$ cat src/rtl/wdt_pkg.sv
package wdt_pkg;

    localparam int BYTE_W = 8;
    localparam int CNT_W  = 2 * BYTE_W;

    localparam logic [BYTE_W-1:0] IDX_CTRL = 8'h71;
    localparam logic [BYTE_W-1:0] IDX_CFG  = 8'h72;
    localparam logic [BYTE_W-1:0] IDX_CLO  = 8'h73;
    localparam logic [BYTE_W-1:0] IDX_CHI  = 8'h74;

    localparam logic [BYTE_W-1:0] CFG_WR_MASK = 8'hDF;
    localparam int                STS_BIT     = 0;

    typedef struct packed {
        logic       unit_sec;
        logic       kb_en;
        logic       rsv;
        logic       pg_en;
        logic [3:0] irq_sel;
    } cfg_t;

    typedef enum logic [2:0] {
        SEL_NONE,
        SEL_CTRL,
        SEL_CFG,
        SEL_CLO,
        SEL_CHI
    } reg_sel_e;

    typedef struct packed {
        logic             ld;
        logic [CNT_W-1:0] val;
    } cnt_load_t;

    function automatic reg_sel_e decode_idx(input logic [BYTE_W-1:0] idx);
        reg_sel_e s;
        case (idx)
            IDX_CTRL: s = SEL_CTRL;
            IDX_CFG:  s = SEL_CFG;
            IDX_CLO:  s = SEL_CLO;
            IDX_CHI:  s = SEL_CHI;
            default:  s = SEL_NONE;
        endcase
        return s;
    endfunction

endpackage

$ cat src/rtl/wdt_regs.sv
module wdt_regs
    import wdt_pkg::*;
(
    input  logic              clk,
    input  logic              rst,
    input  logic [BYTE_W-1:0] idx_i,
    input  logic [BYTE_W-1:0] wdata_i,
    input  logic              we_i,
    input  logic [CNT_W-1:0]  cnt_i,
    input  logic              expire_i,
    output cfg_t              cfg_o,
    output cnt_load_t         load_o,
    output logic              sts_o,
    output logic [BYTE_W-1:0] rdata_o
);

    reg_sel_e          sel;
    cfg_t              cfg_q;
    logic [BYTE_W-1:0] stage_hi_q;
    logic              sts_q;
    logic              sts_clr;

    assign sel     = decode_idx(idx_i);
    assign sts_clr = we_i && (sel == SEL_CTRL) && wdata_i[STS_BIT];

    always_ff @(posedge clk) begin
        if (rst) begin
            cfg_q      <= '0;
            stage_hi_q <= '0;
        end else if (we_i) begin
            if (sel == SEL_CFG) cfg_q      <= cfg_t'(wdata_i & CFG_WR_MASK);
            if (sel == SEL_CHI) stage_hi_q <= wdata_i;
        end
    end

    // a timeout in the same cycle as a clearing write keeps the flag set
    always_ff @(posedge clk) begin
        if (rst)           sts_q <= 1'b0;
        else if (expire_i) sts_q <= 1'b1;
        else if (sts_clr)  sts_q <= 1'b0;
    end

    always_comb begin
        load_o.ld  = we_i && (sel == SEL_CLO);
        load_o.val = {stage_hi_q, wdata_i};
    end

    always_comb begin
        case (sel)
            SEL_CTRL: rdata_o = BYTE_W'(sts_q);
            SEL_CFG:  rdata_o = cfg_q;
            SEL_CLO:  rdata_o = cnt_i[BYTE_W-1:0];
            SEL_CHI:  rdata_o = cnt_i[CNT_W-1:BYTE_W];
            default:  rdata_o = '0;
        endcase
    end

    assign cfg_o = cfg_q;
    assign sts_o = sts_q;

endmodule

$ cat src/rtl/wdt_prescale.sv
module wdt_prescale #(
    parameter int TICKS_PER_MIN = 60
) (
    input  logic clk,
    input  logic rst,
    input  logic tick_i,
    input  logic unit_sec_i,
    input  logic clear_i,
    output logic unit_o
);

    generate
        if (TICKS_PER_MIN <= 1) begin : g_passthru
            assign unit_o = tick_i;
        end else begin : g_divide
            localparam int PW = $clog2(TICKS_PER_MIN);
            localparam logic [PW-1:0] LAST = PW'(TICKS_PER_MIN - 1);

            logic [PW-1:0] pre_q;
            logic          wrap;

            assign wrap = tick_i && (pre_q == LAST);

            always_ff @(posedge clk) begin
                if (rst || clear_i || unit_sec_i) pre_q <= '0;
                else if (wrap)                    pre_q <= '0;
                else if (tick_i)                  pre_q <= pre_q + 1'b1;
            end

            assign unit_o = unit_sec_i ? tick_i : wrap;
        end
    endgenerate

endmodule

$ cat src/rtl/wdt_counter.sv
module wdt_counter
    import wdt_pkg::*;
(
    input  logic             clk,
    input  logic             rst,
    input  cnt_load_t        load_i,
    input  logic             unit_i,
    output logic [CNT_W-1:0] cnt_o,
    output logic             idle_o,
    output logic             expire_o
);

    logic [CNT_W-1:0] cnt_q;
    logic             step;

    assign idle_o   = (cnt_q == '0);
    assign step     = unit_i && !idle_o && !load_i.ld;
    assign expire_o = step && (cnt_q == CNT_W'(1));

    always_ff @(posedge clk) begin
        if (rst)            cnt_q <= '0;
        else if (load_i.ld) cnt_q <= load_i.val;
        else if (step)      cnt_q <= cnt_q - 1'b1;
    end

    assign cnt_o = cnt_q;

endmodule

$ cat src/rtl/wdt_pulse.sv
module wdt_pulse #(
    parameter int PULSE_CLKS = 16
) (
    input  logic clk,
    input  logic rst,
    input  logic fire_i,
    input  logic kb_en_i,
    input  logic pg_en_i,
    output logic kbrst_o,
    output logic pgood_o
);

    localparam int PCW = $clog2(PULSE_CLKS + 1);

    logic [PCW-1:0] left_q;
    logic           kb_lat_q;
    logic           pg_lat_q;
    logic           active;

    assign active = (left_q != '0);

    always_ff @(posedge clk) begin
        if (rst) begin
            left_q   <= '0;
            kb_lat_q <= 1'b0;
            pg_lat_q <= 1'b0;
        end else if (fire_i) begin
            left_q   <= PCW'(PULSE_CLKS);
            kb_lat_q <= kb_en_i;
            pg_lat_q <= pg_en_i;
        end else if (active) begin
            left_q <= left_q - 1'b1;
        end
    end

    assign kbrst_o = active && kb_lat_q;
    assign pgood_o = !(active && pg_lat_q);

endmodule

$ cat src/rtl/wdt_unit_timer.sv
module wdt_unit_timer
    import wdt_pkg::*;
#(
    parameter int TICKS_PER_MIN = 60,
    parameter int PULSE_CLKS    = 16
) (
    input  logic        clk,
    input  logic        rst,
    input  logic [7:0]  reg_idx,
    input  logic [7:0]  reg_wdata,
    input  logic        reg_we,
    output logic [7:0]  reg_rdata,
    input  logic        sec_tick,
    output logic        kbrst_o,
    output logic        pgood_o,
    output logic        sts_o,
    output logic        irq_o,
    output logic [3:0]  irq_sel_o
);

    cfg_t             cfg_q;
    cnt_load_t        cnt_load;
    logic [CNT_W-1:0] cnt_q;
    logic             cnt_idle;
    logic             cnt_expire;
    logic             unit_step;

    wdt_regs u_regs (
        .clk      (clk),
        .rst      (rst),
        .idx_i    (reg_idx),
        .wdata_i  (reg_wdata),
        .we_i     (reg_we),
        .cnt_i    (cnt_q),
        .expire_i (cnt_expire),
        .cfg_o    (cfg_q),
        .load_o   (cnt_load),
        .sts_o    (sts_o),
        .rdata_o  (reg_rdata)
    );

    wdt_prescale #(.TICKS_PER_MIN(TICKS_PER_MIN)) u_prescale (
        .clk        (clk),
        .rst        (rst),
        .tick_i     (sec_tick),
        .unit_sec_i (cfg_q.unit_sec),
        .clear_i    (cnt_load.ld || cnt_idle),
        .unit_o     (unit_step)
    );

    wdt_counter u_counter (
        .clk      (clk),
        .rst      (rst),
        .load_i   (cnt_load),
        .unit_i   (unit_step),
        .cnt_o    (cnt_q),
        .idle_o   (cnt_idle),
        .expire_o (cnt_expire)
    );

    wdt_pulse #(.PULSE_CLKS(PULSE_CLKS)) u_pulse (
        .clk     (clk),
        .rst     (rst),
        .fire_i  (cnt_expire),
        .kb_en_i (cfg_q.kb_en),
        .pg_en_i (cfg_q.pg_en),
        .kbrst_o (kbrst_o),
        .pgood_o (pgood_o)
    );

    assign irq_sel_o = cfg_q.irq_sel;
    assign irq_o     = sts_o && (cfg_q.irq_sel != '0);

endmodule

$ cat config.mk
export PLATFORM = sky130hd
export DESIGN_NAME = wdt_unit_timer
export DESIGN_NICKNAME = d
export VERILOG_FILES = /design/src/rtl/wdt_pkg.sv /design/src/rtl/wdt_regs.sv /design/src/rtl/wdt_prescale.sv /design/src/rtl/wdt_counter.sv /design/src/rtl/wdt_pulse.sv /design/src/rtl/wdt_unit_timer.sv
export SDC_FILE = /design/constraint.sdc
export NUM_CORES = 1
export LEC_CHECK = 0
export BUFFER_PORTS_ARGS = -buffer_cell sky130_fd_sc_hd__buf_4
export CORE_UTILIZATION = 45
export CTS_BUF_LIST = sky130_fd_sc_hd__clkbuf_4
export DETAILED_ROUTE_END_ITERATION = 8
export PLACE_DENSITY = 0.74
export SLEW_MARGIN = 30
export SYNTH_ARGS = -nofsm -noshare
export SYNTH_HDL_FRONTEND = slang
export SYNTH_SLANG_ARGS = --single-unit
$ cat constraint.sdc
create_clock -name clk -period 7.2 [get_ports clk]
set_input_delay 0.36 -clock clk [delete_from_list [all_inputs] [get_ports clk]]
set_output_delay 0.36 -clock clk [all_outputs]
set_load 0.005 [all_outputs]
[Yosys cells after proc, flatten, opt, wreduce, memory -nomap -nowiden]
Cells that the tools add are included.
W data, S select, Z words.
Cells by class
  add/sub/neg operators: 3
  equal/unequal tests: 10
  mux-type cells: 9
  reductions and logical operators: 26
Operators by type and width (number)
  $eq A8 B7 Y1 const B: 4
  $mux W16: 2
  $pmux W8 S4: 1
  $eq A16 B1 Y1 const B: 1
  $logic_not A16 Y1: 1
  $sub A16 B1 Y16 const B: 1
  $pmux W3 S4: 1
  $logic_and A1 B1 Y1: 10
  $mux W5: 2
  $add A6 B1 Y6 const B: 1
  $eq A3 B2 Y1 const B: 2
  $eq A6 B6 Y1 const B: 1
  $reduce_bool A2 Y1: 3
  $reduce_bool A5 Y1: 1
  $sub A5 B1 Y5 const B: 1
  $reduce_and A2 Y1: 2
  $reduce_bool A4 Y1: 1
  $reduce_or A2 Y1: 2
  $eq A3 B1 Y1 const B: 1
  $eq A3 B3 Y1 const B: 1
  $logic_not A1 Y1: 3
  $logic_or A1 B1 Y1: 3
  $mux W1: 3
Word-level totals
  bits in registers: 45
  bits of input ports: 20
  output and inout bits: 16
  word-level logic and storage cells: 60

[Logic depth before layout (Yosys ltp)]
Gate-level depths: netlist of run 1.
  depth in word-level cells: 8
  mapped depth: 9
  mapped depth without buffers: 7

[Modules after synthesis]
A second synthesis of run 1 with hierarchy kept.
Second synthesis, totals
  cells, all modules: 308
  area, all modules: 2816.5 µm²
By module, submodules not included
  wdt_counter: instances 1, cells each 136, area an instance 1142.3 µm², sequential area each 320.3 µm²
  wdt_regs: instances 1, cells each 107, area an instance 1049.8 µm², sequential area each 320.3 µm²
  wdt_pulse: instances 1, cells each 33, area an instance 305.3 µm², sequential area each 140.1 µm²
  wdt_prescale: instances 1, cells each 30, area an instance 301.5 µm², sequential area each 120.1 µm²
  wdt_unit_timer: instances 1, cells each 2, area an instance 17.5 µm², sequential area each 0.0 µm²

[Worst setup path before layout of run 1]
Ideal clock, no wire load.
  path type: flip-flop to flip-flop
  start point: register u_counter.cnt_q[0], in the netlist u_counter.cnt_o[0]
  end point: register u_counter.cnt_q[1], in the netlist u_counter.cnt_o[1]
  setup time: 0.076 ns
  arrival: 2.228 ns
  required time: 7.124 ns
  path slack: 4.896 ns
  cell stages (with the launch flop): 10
  buffers on the path: 2
  clock period less this slack: 2.304 ns
  cell sequence: dfxtp_1 -> inv_1 -> ha_1 -> or4b_1 -> buf_2 -> or4_1 -> buf_2 -> nand2_2 -> mux2_1 -> o22ai_1
Between the ends
  longest elaborated chain between the ends: 5
  elaborated cells on any way between the ends: 8
  those cells by class: 1 x add/sub; 2 x mux; 5 x reduce/logical
RTL lines
  from (decl): line wdt_counter.sv:13  | logic [CNT_W-1:0] cnt_q;
  from (signal assigned): line wdt_counter.sv:22  | else if (load_i.ld) cnt_q <= load_i.val;
  from (signal assigned): line wdt_counter.sv:23  | else if (step) cnt_q <= cnt_q - 1'b1;
  branches (longest 5 deep; another with $sub A16 B1 Y16)
Parallel ways; which one is timed is not known. The select of a mux whose other input is x is not followed.
A chain may end at the register's enable or synchronous reset.

[Worst setup path in the final report of run 1]
Same ends and word-level chain as after synthesis.

==> results of run 1 <==
[worst register-to-register path, cell delays in order (launching register included)]
cell,delay [ps]
dfxtp_1,360
inv_1,100
ha_1,280
or4b_1,580
or4_1,590
nand2_2,140
mux2_1,320
o22ai_1,140
[cell families (layout without fill, tap and decap cells)]
kind of cell | after synthesis | in the layout | synth area share (%)
buffers and inverters | 26 | 55 | 4.25
muxes | 23 | 23 | 9.60
adders and majority gates | 5 | 5 | 2.59
DFF | 45 | 45 | 37.3
AOI/OAI and AO/OA | 39 | 39 | 13.1
xor gates and xnor gates | 19 | 19 | 6.90
and+or+nand+nor | 119 | 119 | 26.2
[power groups by stage]
stage	logic, mW	clock network [mW]	registers, mW
finish	0.0937	0.120	0.276
global route	0.106	0.134	0.278
CTS	0.0938	0.124	0.275
detailed placement	0.0935	0	0.280
global placement	0.0913	0	0.281
floorplan	0.0729	0	0.278
[cell usage in the layout, fill, tap and decap left out, types with 6 or more instances in the layout]
cell,synthesis,layout
nor2_1,53,53
dfxtp_1,45,45
buf_4,0,36
mux2i_1,22,22
xnor2_1,12,12
a211oi_1,12,12
inv_1,11,11
nand2_1,9,9
nor3_1,9,9
xor2_1,7,7
a222oi_1,6,6
nor4_1,6,6
[state kept, by name, indices dropped and copies added (netlist names)]
| name | flops |
|---|---|
| u_counter.cnt_o | 16 |
| u_regs.stage_hi_q | 8 |
| u_regs.cfg_o | 7 |
| u_prescale.g_divide.pre_q | 6 |
| u_pulse.left_q | 5 |
| u_pulse.kb_lat_q | 1 |
| u_pulse.pg_lat_q | 1 |
| u_regs.sts_o | 1 |
[routing by layer]
metal  track usage (%)  vias to the layer above  part of all wire, %  wire [µm]
met5                 0                        -                    0          0
met4              5.56                        0                  1.0         57
met3              4.82                        5                  5.7        318
met2              32.7                       63                   45       2520
met1              30.6                      972                   48       2670
li1                  -                     1068                    -          -
[layout make-up]
cell class / count / area [µm²]
Timing Repair Buffer: 36 / 270
Clock inverter: 3 / 17.5
Fill cell: 508 / 2380
Inverter: 11 / 41.3
Sequential cell: 45 / 901
Clock buffer: 5 / 37.5
Tap cell: 70 / 87.6
Multi-Input combinational cell: 205 / 1410
[metrics by stage]
step                      cells  cell area, µm²
after floorplan             276            2410
after global placement      367            2710
after detailed placement    367            2710
after CTS                   375            2760
after global routing        375            2760
final                       375            2760
[path summary, 6_finish.rpt]
check / end / slack (ps) / cells past startpoint
setup / recovery: u_counter.cnt_o[1] / 4630 / 7
hold / removal: u_regs.stage_hi_q[1] / 240 / 3
setup reg to reg: u_counter.cnt_o[1] / 4630 / 7
hold reg to reg: u_counter.cnt_o[11] / 500 / 2
==> impl_metrics.json, run 1 <==
{
  "worstPathRequired_ps": 7510,
  "cts_buffer_depth": 2,
  "timing.critical_path.fanout_max": 7,
  "fin_util_pct": 53.8,
  "critPathCaptureType": "flop",
  "drv_cap": 0,
  "yosysTopAreaCellShare_pct": 37.3,
  "grt_pass1_vias": 1853,
  "synth_flop_cell": "dfxtp_1",
  "synthTopCellsByArea": "dfxtp_1 37%, mux2i_1 9.1%, nor2_1 8.2%",
  "overflow": 0,
  "row_count": 26,
  "setup_slack_ps": 4630,
  "postRouteAntennaNets": 0,
  "path_buf_inv": 1,
  "numPortBuffers": 35,
  "numCtsBuffers": 5,
  "p_int_uw": 346,
  "ir_drop_uv": 117,
  "rsz0062_at_grt": "no",
  "status": "completed",
  "wl_per_cell_um": 14.9,
  "ys_top_cells_by_count": "53 x nor2_1, 45 x dfxtp_1, 22 x mux2i_1",
  "final-hold-violation-count": 0,
  "clkPwrFrac_pct": 24.4,
  "syn_area_per_cell_um2": 8.74,
  "p_per_area_nw_per_um2": 177,
  "r2r-start": "u_counter.cnt_o[0]",
  "yosysMostFrequentCell": "nor2_1",
  "grt_first_pass_wirelength_mm": 9.00,
  "hp-start": "reg_wdata[1]",
  "min_period_over_period_pct": 35.6,
  "synth_top_cell_by_area": "dfxtp_1",
  "hold_slack_ps": 238,
  "hp-class": "primary input to flop",
  "vias_per_cell": 5.62,
  "dp_hpwl_mm": 4.01,
  "antenna_found_initial": 0,
  "startpoint": "u_counter.cnt_o[0]",
  "drt_pass1_iterations": 5,
  "p_leak_nw": 1.06,
  "floorplan.initialDensity_pct": 46.9,
  "postCtsSetupBuffers": 0,
  "core-area_um2": 5140,
  "die_w_um": 75.2,
  "drc": 0,
  "holdBufCountCts": 0,
  "skew_ps": 13.4,
  "ios": 36,
  "synthToLayoutAreaGrowth_pct": 14.6,
  "clk_latency_ps": 370,
  "synthesis.nets": 301,
  "fmax_mhz": 390,
  "grt_max_degree": 40,
  "routabilityCongestion": 0.844,
  "root_buffer": "clkbuf_4",
  "worstPathArrival_ps": 2880,
  "path_class": "flop to flop",
  "setup_viol": 0,
  "cts.sinks": 45,
  "drt_iter0_drc": 178,
  "netlist_area_um2": 2410,
  "yosysWarnings": 0,
  "pre_cts_slack_ps": 4700,
  "num_vias": 2108,
  "seq_power_share_pct": 56.4,
  "synthCells": 276,
  "synth_seq_cells": 45,
  "post-route-min-period_ps": 2570,
  "p_sw_uw": 143,
  "path_cells": "inv_1 -> ha_1 -> or4b_1 -> or4_1 -> nand2_2 -> mux2_1 -> o22ai_1",
  "cts_tree": "done",
  "wl_mm": 5.57,
  "cpLargestDelayFamily": "simple AND/OR/NAND/NOR gates",
  "slew_headroom_pct": 38.1,
  "async_flop_share_pct": 0,
  "switching_share_pct": 29.2,
  "drive_gt1_share_pct": 17.7,
  "setup_tns_ps": 0,
  "htreeDepth": 2,
  "slowest_delay_ps": 590,
  "power_uw": 489,
  "die_height_um": 75.2,
  "cts_resized": 0,
  "ys_seq_area_share_pct": 37.3,
  "synth_cell_types": 51,
  "cp_slowest_cell": "or4_1",
  "maxSlewViolCount": 0,
  "synth_enable_flop_cells": 0,
  "worst_slew_pin_slew_ps": 921,
  "combPwrFrac_pct": 19.2,
  "dieArea_um2": 5660,
  "n_antenna_cell": 0,
  "clk_pin_slew_worst_paths_ps": 130,
  "final_nets": 329,
  "start_kind": "flop",
  "grt_usage_pct": 21.5
}
Power figures use the tool's default switching activity.
==> run 2: changes to the inputs <==
==> constraint.sdc (replaced) <==
create_clock -name clk -period 2.5 [get_ports clk]
set_input_delay 0.125 -clock clk [delete_from_list [all_inputs] [get_ports clk]]
set_output_delay 0.125 -clock clk [all_outputs]
set_load 0.005 [all_outputs]
==> run 2 against run 1 <==
Routed wire length up 7.1%. Global-route usage up 1.3 points. Register-to-register slack worse by 4500 ps. Fmax up 9.5%. Non-clock buffer count up 12. Combinational power rose to 3.0 times the previous value. Clock-buffer cell count unchanged. Critical path type unchanged.
==> impl_metrics.json, run 2 (synthesized netlist as in run 1, its figures left out) <==
{
  "path_buf_inv": 1,
  "drc": 0,
  "placed_cells": 374,
  "clkPwrFrac_pct": 34.0,
  "cpLargestDelayFamily": "simple AND/OR/NAND/NOR gates",
  "cp_slowest_cell": "or4_1",
  "r2r-start": "u_counter.cnt_o[0]",
  "drv_cap": 0,
  "final_area_um2": 2910,
  "grt_max_degree": 40,
  "overflow": 0,
  "fillers": 502,
  "die_height_um": 75.2,
  "drt_iter0_drc": 136,
  "dieArea_um2": 5660,
  "pre_cts_slack_ps": 229,
  "routabilityCongestion": 0.901,
  "cts_buffer_depth": 2,
  "setup_slack_ps": 158,
  "cts_tree": "done",
  "synthToLayoutAreaGrowth_pct": 20.8,
  "setup_viol": 0,
  "switching_share_pct": 26.0,
  "cts.sinks": 45,
  "ir_drop_uv": 384,
  "numPortBuffers": 35,
  "hp-start": "reg_wdata[1]",
  "num_vias": 2156,
  "floorplan.initialDensity_pct": 46.9,
  "row_count": 26,
  "hold_slack_ps": 15.2,
  "largest_reg_flops": 16,
  "status": "completed",
  "skew_ps": 17.5,
  "layout_common_cells": "53 x nor2_1, 45 x dfxtp_1, 43 x buf_4, 22 x mux2i_1",
  "die_w_um": 75.2,
  "grt_pass1_vias": 1932,
  "slowest_delay_ps": 580,
  "final-hold-violation-count": 0,
  "timing.critical_path.fanout_max": 7,
  "p_per_area_nw_per_um2": 559,
  "worstPathArrival_ps": 2650,
  "path_cells": "inv_1 -> ha_1 -> or4b_1 -> or4_1 -> nand2_2 -> mux2_1 -> o22ai_1",
  "layout_commonest_cell": "nor2_1",
  "vias_per_cell": 5.57,
  "core-area_um2": 5140,
  "wl_per_cell_um": 15.4,
  "place_area_um2": 2760,
  "rsz0062_at_grt": "no",
  "layout.cells.non_filler": 387,
  "min_period_over_period_pct": 93.7,
  "n_antenna_cell": 0,
  "setup_tns_ps": 0,
  "hold_depth": 3,
  "start_kind": "flop",
  "path_class": "flop to flop",
  "post-route-min-period_ps": 2340,
  "r2r_slack_ps": 160,
  "critPathCaptureType": "flop",
  "drt_pass1_iterations": 4,
  "reg2reg_to": "u_counter.cnt_o[1]",
  "wl_mm": 5.96,
  "power_mw": 1.63,
  "numCtsBuffers": 5,
  "root_buffer": "clkbuf_4",
  "clk_latency_ps": 380,
  "slew_headroom_pct": 57.0,
  "grt_first_pass_wirelength_mm": 9.44,
  "cts_resized": 0,
  "fmax_mhz": 427,
  "clk_pin_slew_worst_paths_ps": 120,
  "p_sw_uw": 423,
  "seq_power_share_pct": 48.7,
  "htreeDepth": 2,
  "drive_gt1_share_pct": 19.6,
  "antenna_found_initial": 0,
  "final_nets": 341,
  "postRouteAntennaNets": 0,
  "min_delay_worst_endpoint": "u_regs.stage_hi_q[1]",
  "dp_hpwl_mm": 4.20,
  "grt_usage_pct": 22.7,
  "worst_slew_pin_slew_ps": 644,
  "p_leak_nw": 1.14,
  "hp-class": "primary input to flop",
  "ios": 36,
  "reg2reg_depth": 7,
  "fin_util_pct": 56.7,
  "combPwrFrac_pct": 17.3,
  "worstPathRequired_ps": 2810,
  "p_int_mw": 1.20,
  "maxSlewViolCount": 0
}
run 2: cell count changes in the layout (fill, tap and decap cells not counted), sizes merged:
cell         before  now
clkinv            3    1
bufinv            0    2
dlygate4sd3       0    5
buf              36   43
run 2: worst min-delay path, cell delays in order:
cell	delay, ps
buf_4	100
mux2i_1	60
nor2_1	70
run 2: cell type report:
| type | count | area, µm² | share of cell area, % |
|---|---|---|---|
| multi-input combinational | 205 | 1410 | 48.3 |
| clock inverter | 3 | 65.1 | 2.23 |
| tap | 70 | 87.6 | 3.01 |
| sequential | 45 | 901 | 30.9 |
| inverter | 11 | 41.3 | 1.42 |
| clock buffer | 5 | 37.5 | 1.29 |
| timing repair buffer | 48 | 373 | 12.8 |
run 2: worst max-delay path by stage:
stage / endpoint / from / cells after the start
after floorplan: u_counter.cnt_o[1] / u_counter.cnt_o[0] / 9
after global placement: u_counter.cnt_o[1] / u_counter.cnt_o[0] / 7
after detailed placement: u_counter.cnt_o[1] / u_counter.cnt_o[0] / 7
after CTS: u_counter.cnt_o[1] / u_counter.cnt_o[0] / 7
after global routing: u_counter.cnt_o[2] / u_counter.cnt_o[0] / 7
final: u_counter.cnt_o[1] / u_counter.cnt_o[0] / 7
run 2: metal layers:
metal	global-route usage, %	vias up	wire (µm)
met5	0	-	0
met4	5.56	0	87
met3	4.42	8	275
met2	37.2	66	2800
met1	30.9	997	2800
li1	-	1085	-
run 2: power groups by stage:
stage	clock (mW)	sequential, mW	combinational, mW
after global routing	0.592	0.798	0.315
after detailed placement	0	0.807	0.275
after global placement	0	0.808	0.263
final	0.553	0.793	0.282
after floorplan	0	0.800	0.210
after CTS	0.560	0.793	0.280
run 2: what timing repair did:
item,in CTS,in global routing
buffers inserted,0,0
endpoints found under the hold margin,5,1
hold buffers,4,1
==> run 3: changes to the inputs <==
--- a/config.mk
+++ b/config.mk
@@ -6,10 +6,12 @@
 export NUM_CORES = 1
 export LEC_CHECK = 0
 export BUFFER_PORTS_ARGS = -buffer_cell sky130_fd_sc_hd__buf_4
-export CORE_UTILIZATION = 45
+export CELL_PAD_IN_SITES_DETAIL_PLACEMENT = 1
+export CELL_PAD_IN_SITES_GLOBAL_PLACEMENT = 1
+export CORE_UTILIZATION = 44
 export CTS_BUF_LIST = sky130_fd_sc_hd__clkbuf_4
 export DETAILED_ROUTE_END_ITERATION = 8
-export PLACE_DENSITY = 0.74
+export PLACE_DENSITY = 0.9
 export SLEW_MARGIN = 30
 export SYNTH_ARGS = -nofsm -noshare
 export SYNTH_HDL_FRONTEND = slang
==> run 3 against run 2 <==
Clock skew is 6.1 ps lower. Combinational power is essentially flat. Routed wire length rose by 13%. Power is 6.8% lower. Die area is 2.2% higher. Critical endpoint unchanged. Global-route usage is 1.8 points higher. Clock power fell by 20%. Cell count shrank 0.78%. Design area fell by 2.0%. Hold slack worse by 5.5 ps. First-iteration DRC count shrank 23%.
==> impl_metrics.json, run 3 (synthesized netlist as in run 1, its figures left out) <==
{
  "status": "completed",
  "vias_per_cell": 5.79,
  "drv_cap": 0,
  "final_area_um2": 2860,
  "hp-class": "primary input to flop",
  "core-area_um2": 5200,
  "setup_viol": 0,
  "fin_util_pct": 54.9,
  "drt_iter0_drc": 105,
  "numCtsBuffers": 5,
  "path_class": "flop to flop",
  "wl_mm": 6.76,
  "htreeDepth": 2,
  "routabilityCongestion": 0.842,
  "timing.critical_path.fanout_max": 7,
  "start_kind": "flop",
  "p_leak_nw": 1.12,
  "cts_buffer_depth": 2,
  "postRouteAntennaNets": 0,
  "synthToLayoutAreaGrowth_pct": 18.4,
  "grt_max_degree": 40,
  "setup_tns_ps": 0,
  "holdBufCountCts": 0,
  "maxSlewViolCount": 0,
  "die_height_um": 76.0,
  "final-hold-violation-count": 0,
  "worst_slew_pin_slew_ps": 706,
  "rsz0062_at_grt": "no",
  "post-route-min-period_ps": 2380,
  "cts_resized": 0,
  "numPortBuffers": 35,
  "ir_drop_uv": 320,
  "dieArea_um2": 5780,
  "placed_cells": 377,
  "n_antenna_cell": 0,
  "cts_tree": "done",
  "worstPathRequired_ps": 2800,
  "clk_pin_slew_worst_paths_ps": 140,
  "worstPathArrival_ps": 2670,
  "cts.sinks": 45,
  "num_vias": 2224,
  "dp_hpwl_mm": 5.00,
  "multiInputGateArea_um2": 1410,
  "layout_common_cells": "53 x nor2_1, 46 x buf_4, 45 x dfxtp_1, 22 x mux2i_1",
  "wl_per_cell_um": 17.6,
  "power_mw": 1.52,
  "critPathCaptureType": "flop",
  "floorplan.initialDensity_pct": 46.3,
  "grt_usage_pct": 24.5,
  "seq_area_um2": 901,
  "grt_pass1_vias": 2228,
  "overflow": 0,
  "die_w_um": 76.0,
  "antenna_found_initial": 0,
  "clk_latency_ps": 360,
  "root_buffer": "clkbuf_4",
  "slew_headroom_pct": 52.8,
  "largest_reg_flops": 16,
  "ios": 36,
  "drc": 0,
  "final_nets": 339,
  "fmax_mhz": 421,
  "drt_pass1_iterations": 4,
  "skew_ps": 11.5,
  "postCtsSetupBuffers": 0,
  "fillers": 652,
  "drive_gt1_share_pct": 20.4,
  "min_period_over_period_pct": 95.0,
  "place_area_um2": 2780,
  "layout.cells.non_filler": 384,
  "layout_commonest_cell": "nor2_1",
  "grt_first_pass_wirelength_mm": 11.1,
  "p_per_area_nw_per_um2": 532,
  "row_count": 26
}
## run 3: metrics by stage
step / hold WS, ps / setup slack [ps]
floorplan: 272 / 196
global placement: 376 / 271
detailed placement: 392 / 175
CTS: 11.0 / 140
global route: 9.48 / 21.7
finish: 9.72 / 124
## run 3: final timing paths
path                              from  slack (ps)                   end  depth (start not counted)
setup / recovery    u_counter.cnt_o[0]         120    u_counter.cnt_o[1]                          7
hold / removal            reg_wdata[3]          10  u_regs.stage_hi_q[3]                          3
hold reg to reg   u_regs.stage_hi_q[6]         510   u_counter.cnt_o[14]                          2
setup reg to reg    u_counter.cnt_o[0]         120    u_counter.cnt_o[1]                          7
## run 3: area by class of cell
type                       instances  share of cell area, %
timing repair buffer              46                   12.1
clock buffer                       5                   1.31
sequential                        45                   31.5
inverter                          11                   1.45
multi-input combinational        205                   49.3
tap                               70                   3.07
clock inverter                     2                   1.23
## run 3: where the power goes
| group | switching, mW | internal [mW] | total [mW] | leakage [nW] |
|---|---|---|---|---|
| clock | 0.238 | 0.204 | 0.442 | 0.0410 |
| combinational | 0.148 | 0.132 | 0.280 | 0.717 |
| sequential | 0.0377 | 0.758 | 0.796 | 0.363 |
## run 3: critical path, stage by stage, from the launching register on
cell and delay, ps:
dfxtp_1 370, inv_1 100, ha_1 190, or4b_1 460, or4_1 570, nand2_2 150, mux2_1 330, o22ai_1 140
## run 3: routing by layer
metal / vias to the layer above / wire [µm] / track usage [%]
met5: - / 0 / 0
met4: 0 / 133 / 8.46
met1: 1072 / 3070 / 31.8
met2: 75 / 3210 / 40.7
met3: 9 / 345 / 4.79
li1: 1068 / - / -
